File: src/rtl/pwr_mode_ctl.sv
module pwr_mode_ctl #(
  parameter int CLK_HZ      = 32768,
  parameter int DEB_MS      = 75,
  parameter int POR_CYCLES  = 16,
  parameter int DRAIN_CYCLES = 4
) (
  input  logic clk,
  input  logic rst_n,
  input  logic btn_n,
  input  logic vbus_ok,
  input  logic pwrdn_bit,
  output logic core_en,
  output logic por_out,
  output logic off_req,
  output logic card_deact
);
  localparam int DEB_CYCLES = (CLK_HZ / 1000) * DEB_MS;
  localparam int DW = $clog2(DEB_CYCLES + 1);
  localparam int PW = $clog2(POR_CYCLES + 1);
  localparam int RW = $clog2(DRAIN_CYCLES + 1);

  typedef enum logic [1:0] {S_OFF, S_ON, S_DEACT, S_DRAIN} mode_t;
  mode_t st, nxt;

  logic [1:0]    sync;
  logic [DW-1:0] deb_cnt;
  logic [PW-1:0] por_cnt;
  logic [RW-1:0] drain_cnt;
  logic          press;

  wire btn_s = sync[1];
  assign press = !btn_s && (deb_cnt == DW'(DEB_CYCLES - 1));

  always_ff @(posedge clk or negedge rst_n)
    if (!rst_n) sync <= 2'b11;
    else        sync <= {sync[0], btn_n};

  always_ff @(posedge clk or negedge rst_n)
    if (!rst_n)                            deb_cnt <= '0;
    else if (btn_s)                        deb_cnt <= '0;
    else if (deb_cnt != DW'(DEB_CYCLES))   deb_cnt <= deb_cnt + 1'b1;

  always_comb begin
    nxt = st;
    case (st)
      S_OFF:   if (vbus_ok || press) nxt = S_ON;
      S_ON:    if (!vbus_ok && pwrdn_bit) nxt = S_DEACT;
      S_DEACT: nxt = vbus_ok ? S_ON : S_DRAIN;
      S_DRAIN: if (vbus_ok) nxt = S_ON;
               else if (drain_cnt == '0) nxt = S_OFF;
      default: nxt = S_OFF;
    endcase
  end

  always_ff @(posedge clk or negedge rst_n)
    if (!rst_n) st <= S_OFF;
    else        st <= nxt;

  always_ff @(posedge clk or negedge rst_n)
    if (!rst_n)                            por_cnt <= '0;
    else if (st == S_OFF && nxt == S_ON)   por_cnt <= PW'(POR_CYCLES);
    else if (por_cnt != '0)                por_cnt <= por_cnt - 1'b1;

  always_ff @(posedge clk or negedge rst_n)
    if (!rst_n)                              drain_cnt <= '0;
    else if (st == S_DEACT)                  drain_cnt <= RW'(DRAIN_CYCLES - 1);
    else if (st == S_DRAIN && drain_cnt != '0) drain_cnt <= drain_cnt - 1'b1;

  always_ff @(posedge clk or negedge rst_n)
    if (!rst_n)                                   off_req <= 1'b0;
    else if (nxt == S_OFF || (st != S_ON && nxt == S_ON)) off_req <= 1'b0;
    else if (st == S_ON && press && !vbus_ok)     off_req <= 1'b1;

  assign core_en    = (st != S_OFF);
  assign por_out    = (por_cnt != '0);
  assign card_deact = (st == S_DEACT);

  AST_VBUS_FORCES_ON: assert property (@(posedge clk) disable iff (!rst_n)
    $past(vbus_ok) && $past(rst_n) |-> core_en);
  AST_NO_REQ_ON_VBUS: assert property (@(posedge clk) disable iff (!rst_n)
    $rose(off_req) |-> !$past(vbus_ok));
  AST_POR_AT_ENABLE: assert property (@(posedge clk) disable iff (!rst_n)
    $rose(core_en) && $past(rst_n) |-> por_out);
  AST_POR_NEEDS_EN: assert property (@(posedge clk) disable iff (!rst_n)
    por_out |-> core_en);
  AST_REQ_LATCHED: assert property (@(posedge clk) disable iff (!rst_n)
    off_req && st == S_ON && !pwrdn_bit |=> off_req);
  AST_DEACT_ONE_CYCLE: assert property (@(posedge clk) disable iff (!rst_n)
    card_deact |=> !card_deact);
  AST_NO_DIRECT_DROP: assert property (@(posedge clk) disable iff (!rst_n)
    $fell(core_en) |-> $past(st) == S_DRAIN && !$past(card_deact));
  AST_ABORT_KEEPS_EN: assert property (@(posedge clk) disable iff (!rst_n)
    vbus_ok && core_en |=> core_en && !card_deact);
endmodule

File: config.mk
export PLATFORM = sky130hd
export DESIGN_NAME = pwr_mode_ctl
export DESIGN_NICKNAME = d
export VERILOG_FILES = /design/src/rtl/pwr_mode_ctl.sv
export SDC_FILE = /design/constraint.sdc
export NUM_CORES = 1
export LEC_CHECK = 0
export ABC_AREA = 1
export CAP_MARGIN = 10
export CORE_MARGIN = 3
export CORE_UTILIZATION = 45
export CTS_CLUSTER_SIZE = 8
export DETAILED_ROUTE_END_ITERATION = 12
export PLACE_DENSITY = 0.66
export SYNTH_ARGS = -nofsm -noshare
export SYNTH_HDL_FRONTEND = slang
export SYNTH_SLANG_ARGS = --single-unit
File: constraint.sdc
create_clock -name clk -period 2.2 [get_ports clk]
set_input_delay 0.44 -clock clk [delete_from_list [all_inputs] [get_ports clk]]
set_output_delay 0.44 -clock clk [all_outputs]
set_load 0.03 [all_outputs]
Word-level counts from Yosys, hierarchy flattened
Index checks and enable logic that the tools add are counted.

word-level totals
  flip-flop bits (word level) = 25
  output and inout port bits = 4
  bits of input ports = 5

operators by class
  reductions and logical operators = 21
  equality and inequality tests = 7
  multiplexer cells = 14
  $add $sub $neg = 3

operator list
  kind                                                   count
  two-way mux 12 bit                                     2
  adder 12 x 1 -> 12 bit, second input constant          1
  == test 12 bit, second input constant                  1
  inequality test 12 bit, second input constant          1
  two-way mux 2 bit                                      5
  two-way mux 5 bit                                      2
  nonzero test 2 bit                                     5
  one-hot mux 2 bit (4 select lines)                     1
  logical AND 1 bit                                      7
  two-way mux 3 bit                                      2
  nonzero test 5 bit                                     1
  subtractor 5 x 1 -> 5 bit, second input constant       1
  == test 2 x 1 -> 1 bit, second input constant          2
  == test 2 bit, second input constant                   2
  logical NOT 2 bit                                      2
  logical NOT 3 bit                                      1
  nonzero test 3 bit                                     1
  subtractor 3 x 1 -> 3 bit, second input constant       1
  logical NOT 1 bit                                      2
  logical OR 1 bit                                       2
  two-way mux 1 bit                                      2
  inequality test 2 x 1 -> 1 bit, second input constant  1

Depth between registers and ports, before layout
  depth after elaboration = 9
  depth in mapped cells = 9

Worst setup path after synthesis
OpenSTA, ideal clock, no wires.

  path kind = register -> output
  start = register por_cnt[0]
  end = output port por_out
  cell stages (with the launch flop) = 4
  data required time = 1.760 ns
  setup slack = 0.891 ns
  arrival = 0.869 ns
  cell sequence = dfrtp_1 inv_1 ha_1 nand3_2

on the way
  longest elaborated chain between the ends = 1

RTL lines
  what                    RTL line  source
  from (decl)             27        logic [PW-1:0] por_cnt;
  from (signal assigned)  61        else if (st == S_OFF && nxt == S_ON) por_cnt <= PW'(POR_CYCLES);
  from (signal assigned)  62        else if (por_cnt != '0) por_cnt <= por_cnt - 1'b1;
  nonzero test 5 bit      75        assign por_out = (por_cnt != '0);
  to (decl)               13        output logic por_out,

No other way between the ends.

Worst setup path in the final report
  start = register st[1]
  end = output port core_en

on the way
  longest elaborated chain between the ends = 1

RTL lines
  what                    RTL line  source
  from (decl)             23        mode_t st, nxt;
  from (signal assigned)  57        else st <= nxt;
  nonzero test 2 bit      74        assign core_en = (st != S_OFF);
  to (decl)               12        output logic core_en,

No other way between the ends.

==> results.ini <==
[placed_design]
hpwl_mm = 1.97
port_buffers = 8
routabilityCongestion = 0.862

[power]
clkPwrFrac_pct = 14.4
p_comb_share_pct = 40.5
p_per_area_nw_per_um2 = 885
power_mw = 1.39
seqPwrFrac_pct = 45.1
switching_share_pct = 39.1
switching_power_uw = 545
ir_drop_mv = 0.584
p_int_uw = 850
p_leak_nw = 0.816

[global_route]
overflow = 0
grt_max_degree = 26
grt_pass1_vias = 1103
antenna_found_initial = 0
track_usage_pct = 16.4
grt_pass1_wl_mm = 4.62

[timing]
worst_pin_slew_ns = 0.351
slew_violations = 0
fmax_mhz = 479
setup_viol = 0
tns_ns = 0
rsz0062_at_grt = false
skew_ns = 0.00283
period_minus_slack_ns = 2.09
max_slew_margin_pct = 76.6
hold_violations = 0
period_share_pct = 94.9

[die]
pin_count = 9
die_area_um2 = 3830
initial_core_util_pct = 48.8
die_h_um = 61.9
row_count = 19
core_area_um2 = 2880
dieWidth_um = 61.9

[critical_path]
cp_data_required_time_ns = 1.76
path_depth = 3
endpoint_kind = output pin
cp.arrival_ns = 1.65
path_cells = nor2_1, inv_1, clkdlybuf4s50_1
setup.worst_path.class = reg2out
crit_family = buffers and inverters
slowest_delay_ns = 0.67
cp_max_fo = 7
slowest_stage = clkdlybuf4s50_1
r2r_cells = 6
cp_num_buf_inv = 2
crit_path_start_kind = flop

[clock_tree]
clock-sinks = 25
insertion_delay_ns = 0.31
root_buffer = clkbuf_4
ctsHoldBuffers = 0
h-tree-depth = 1
cts-buffers-inserted = 3
clk_pin_slew_worst_paths_ns = 0.13
clockBufferDepth = 2
cts_tree = built

[logic_synthesis]
ys_top_cells_by_count = nand2_1 (44), inv_1 (34), dfrtp_1 (23)
syn_area_um2 = 1410
synth-edff-count = 0
yosys-top-cells-area = dfrtp_1 (41%), nand2_1 (12%), inv_1 (9.1%)
synth-main-ff-cell = dfrtp_1
async_reset_ff_share_pct = 100
synth.distinct_cells = 27
syn_inst = 184
syn_avg_cell_area_um2 = 7.64
synth.most_common_cell = nand2_1
synth_top_area_share_pct = 41.0
ys_ff_latch = 25
yosysTopAreaCell = dfrtp_1
ys_seq_area_share_pct = 44.7
synth.yosys.warnings = 0
synth_nets = 195

[final_layout]
nNetsFinal = 209
fin_util_pct = 54.8
area_growth_pct = 12.2
drive_above_1_share_pct = 8.12
n_fill_cell = 280
diodes = 0

[drt]
drtPass1Iterations = 4
wire_per_inst_um = 10.6
drc_errors = 0
num_vias = 1134
drt-vias-per-instance = 4.74
wl_mm = 2.54
drt_iter0_markers = 48
ant_nets = 0

[worst_hold_path]
worstHoldPathCells = 0
hp-class = reg2reg

[flow_run]
drv_cap = 0

[status]
status = finished clean

==> what timing repair did <==
| item | 4_1_cts | 5_1_grt |
|---|---|---|
| endpoints found under the setup margin | 1 | 1 |
| resized for setup | 1 | 1 |
| setup buffers | 0 | 0 |
==> placed cells by master, fill, tap and decap left out, drive strengths merged <==
cell type,count
o22ai,1
o31ai,1
nor3,8
xnor2,1
a31oi,1
nor3b,2
buf,2
a21boi,1
clkdlybuf4s50,6
nand3,11
clkbuf,3
o21ai,9
dlygate4sd2,1
clkinv,1
inv,35
ha,6
and2,1
dlymetal6s2s,1
nor2,20
dfstp,2
nand4,3
xor2,2
nand2,46
dfrtp,23
a21oi,10
==> power groups by stage <==
stage,Combinational (mW),Clock [mW],Sequential [mW]
after floorplan,0.410,0,0.621
after global placement,0.534,0,0.632
after detailed placement,0.565,0,0.638
after CTS,0.570,0.212,0.628
after global routing,0.661,0.237,0.641
final,0.564,0.201,0.629
==> cells by family (layout without fill, tap and decap cells) <==
group	after synthesis	count (layout)	synth area share, %
AO/OA/AOI/OAI	23	23	8.73
XOR/XNOR	3	3	1.87
adder cells (fa/ha/maj)	6	6	5.34
buffers and inverters	36	49	9.71
flip-flops	25	25	44.7
AND/OR/NAND/NOR	91	91	29.7
==> layer usage <==
layer | up-vias | routed length, µm | GRT usage (%)
li1 | 607 | - | -
met1 | 509 | 1220 | 21.3
met2 | 14 | 1220 | 27.8
met3 | 4 | 69 | 2.48
met4 | 0 | 31 | 5.45
met5 | - | 0 | 0
==> registers in the layout (all words and copies together) (netlist names) <==
name and flops:
off_req 1, por_cnt 5, deb_cnt 12, sync 2, drain_cnt 3, st 2
==> final cells by class <==
type | count | area [µm²] | share of cell area (%)
clock buffer | 3 | 22.5 | 1.43
clock inverter | 1 | 5.00 | 0.317
inverter | 35 | 131 | 8.33
multi-input combinational | 123 | 641 | 40.6
sequential | 25 | 628 | 39.8
tap | 42 | 52.6 | 3.33
timing repair buffer | 10 | 96.3 | 6.11
==> final timing paths <==
check,slack [ns],endpoint,start
setup reg to reg,0.76,deb_cnt[8],deb_cnt[0]
hold reg to reg,0.37,sync[1],sync[0]
hold / removal,0.37,sync[1],sync[0]
setup / recovery,0.11,core_en,st[1]
max in group asynchronous,1.44,sync[0],rst_n
min in group asynchronous,0.47,deb_cnt[6],rst_n
==> metrics by stage <==
stage	cell area [µm²]	std cells	hold slack [ns]	worst slack, ns
5_1_grt	1580	239	0.375	0.00592
3_3_place_gp	1550	235	0.347	0.331
2_1_floorplan	1410	184	0.144	0.891
3_5_place_dp	1550	235	0.353	0.303
4_1_cts	1570	239	0.372	0.0692
6_report	1580	239	0.370	0.112
==> worst register-to-register path, delay by kind of cell, from the launching register on <==
kind | cells | cell delay [ns]
simple gates | 5 | 0.71
flops | 1 | 0.42
fa+ha+maj | 1 | 0.22
Note: power is estimated with default switching activity, not from simulation.
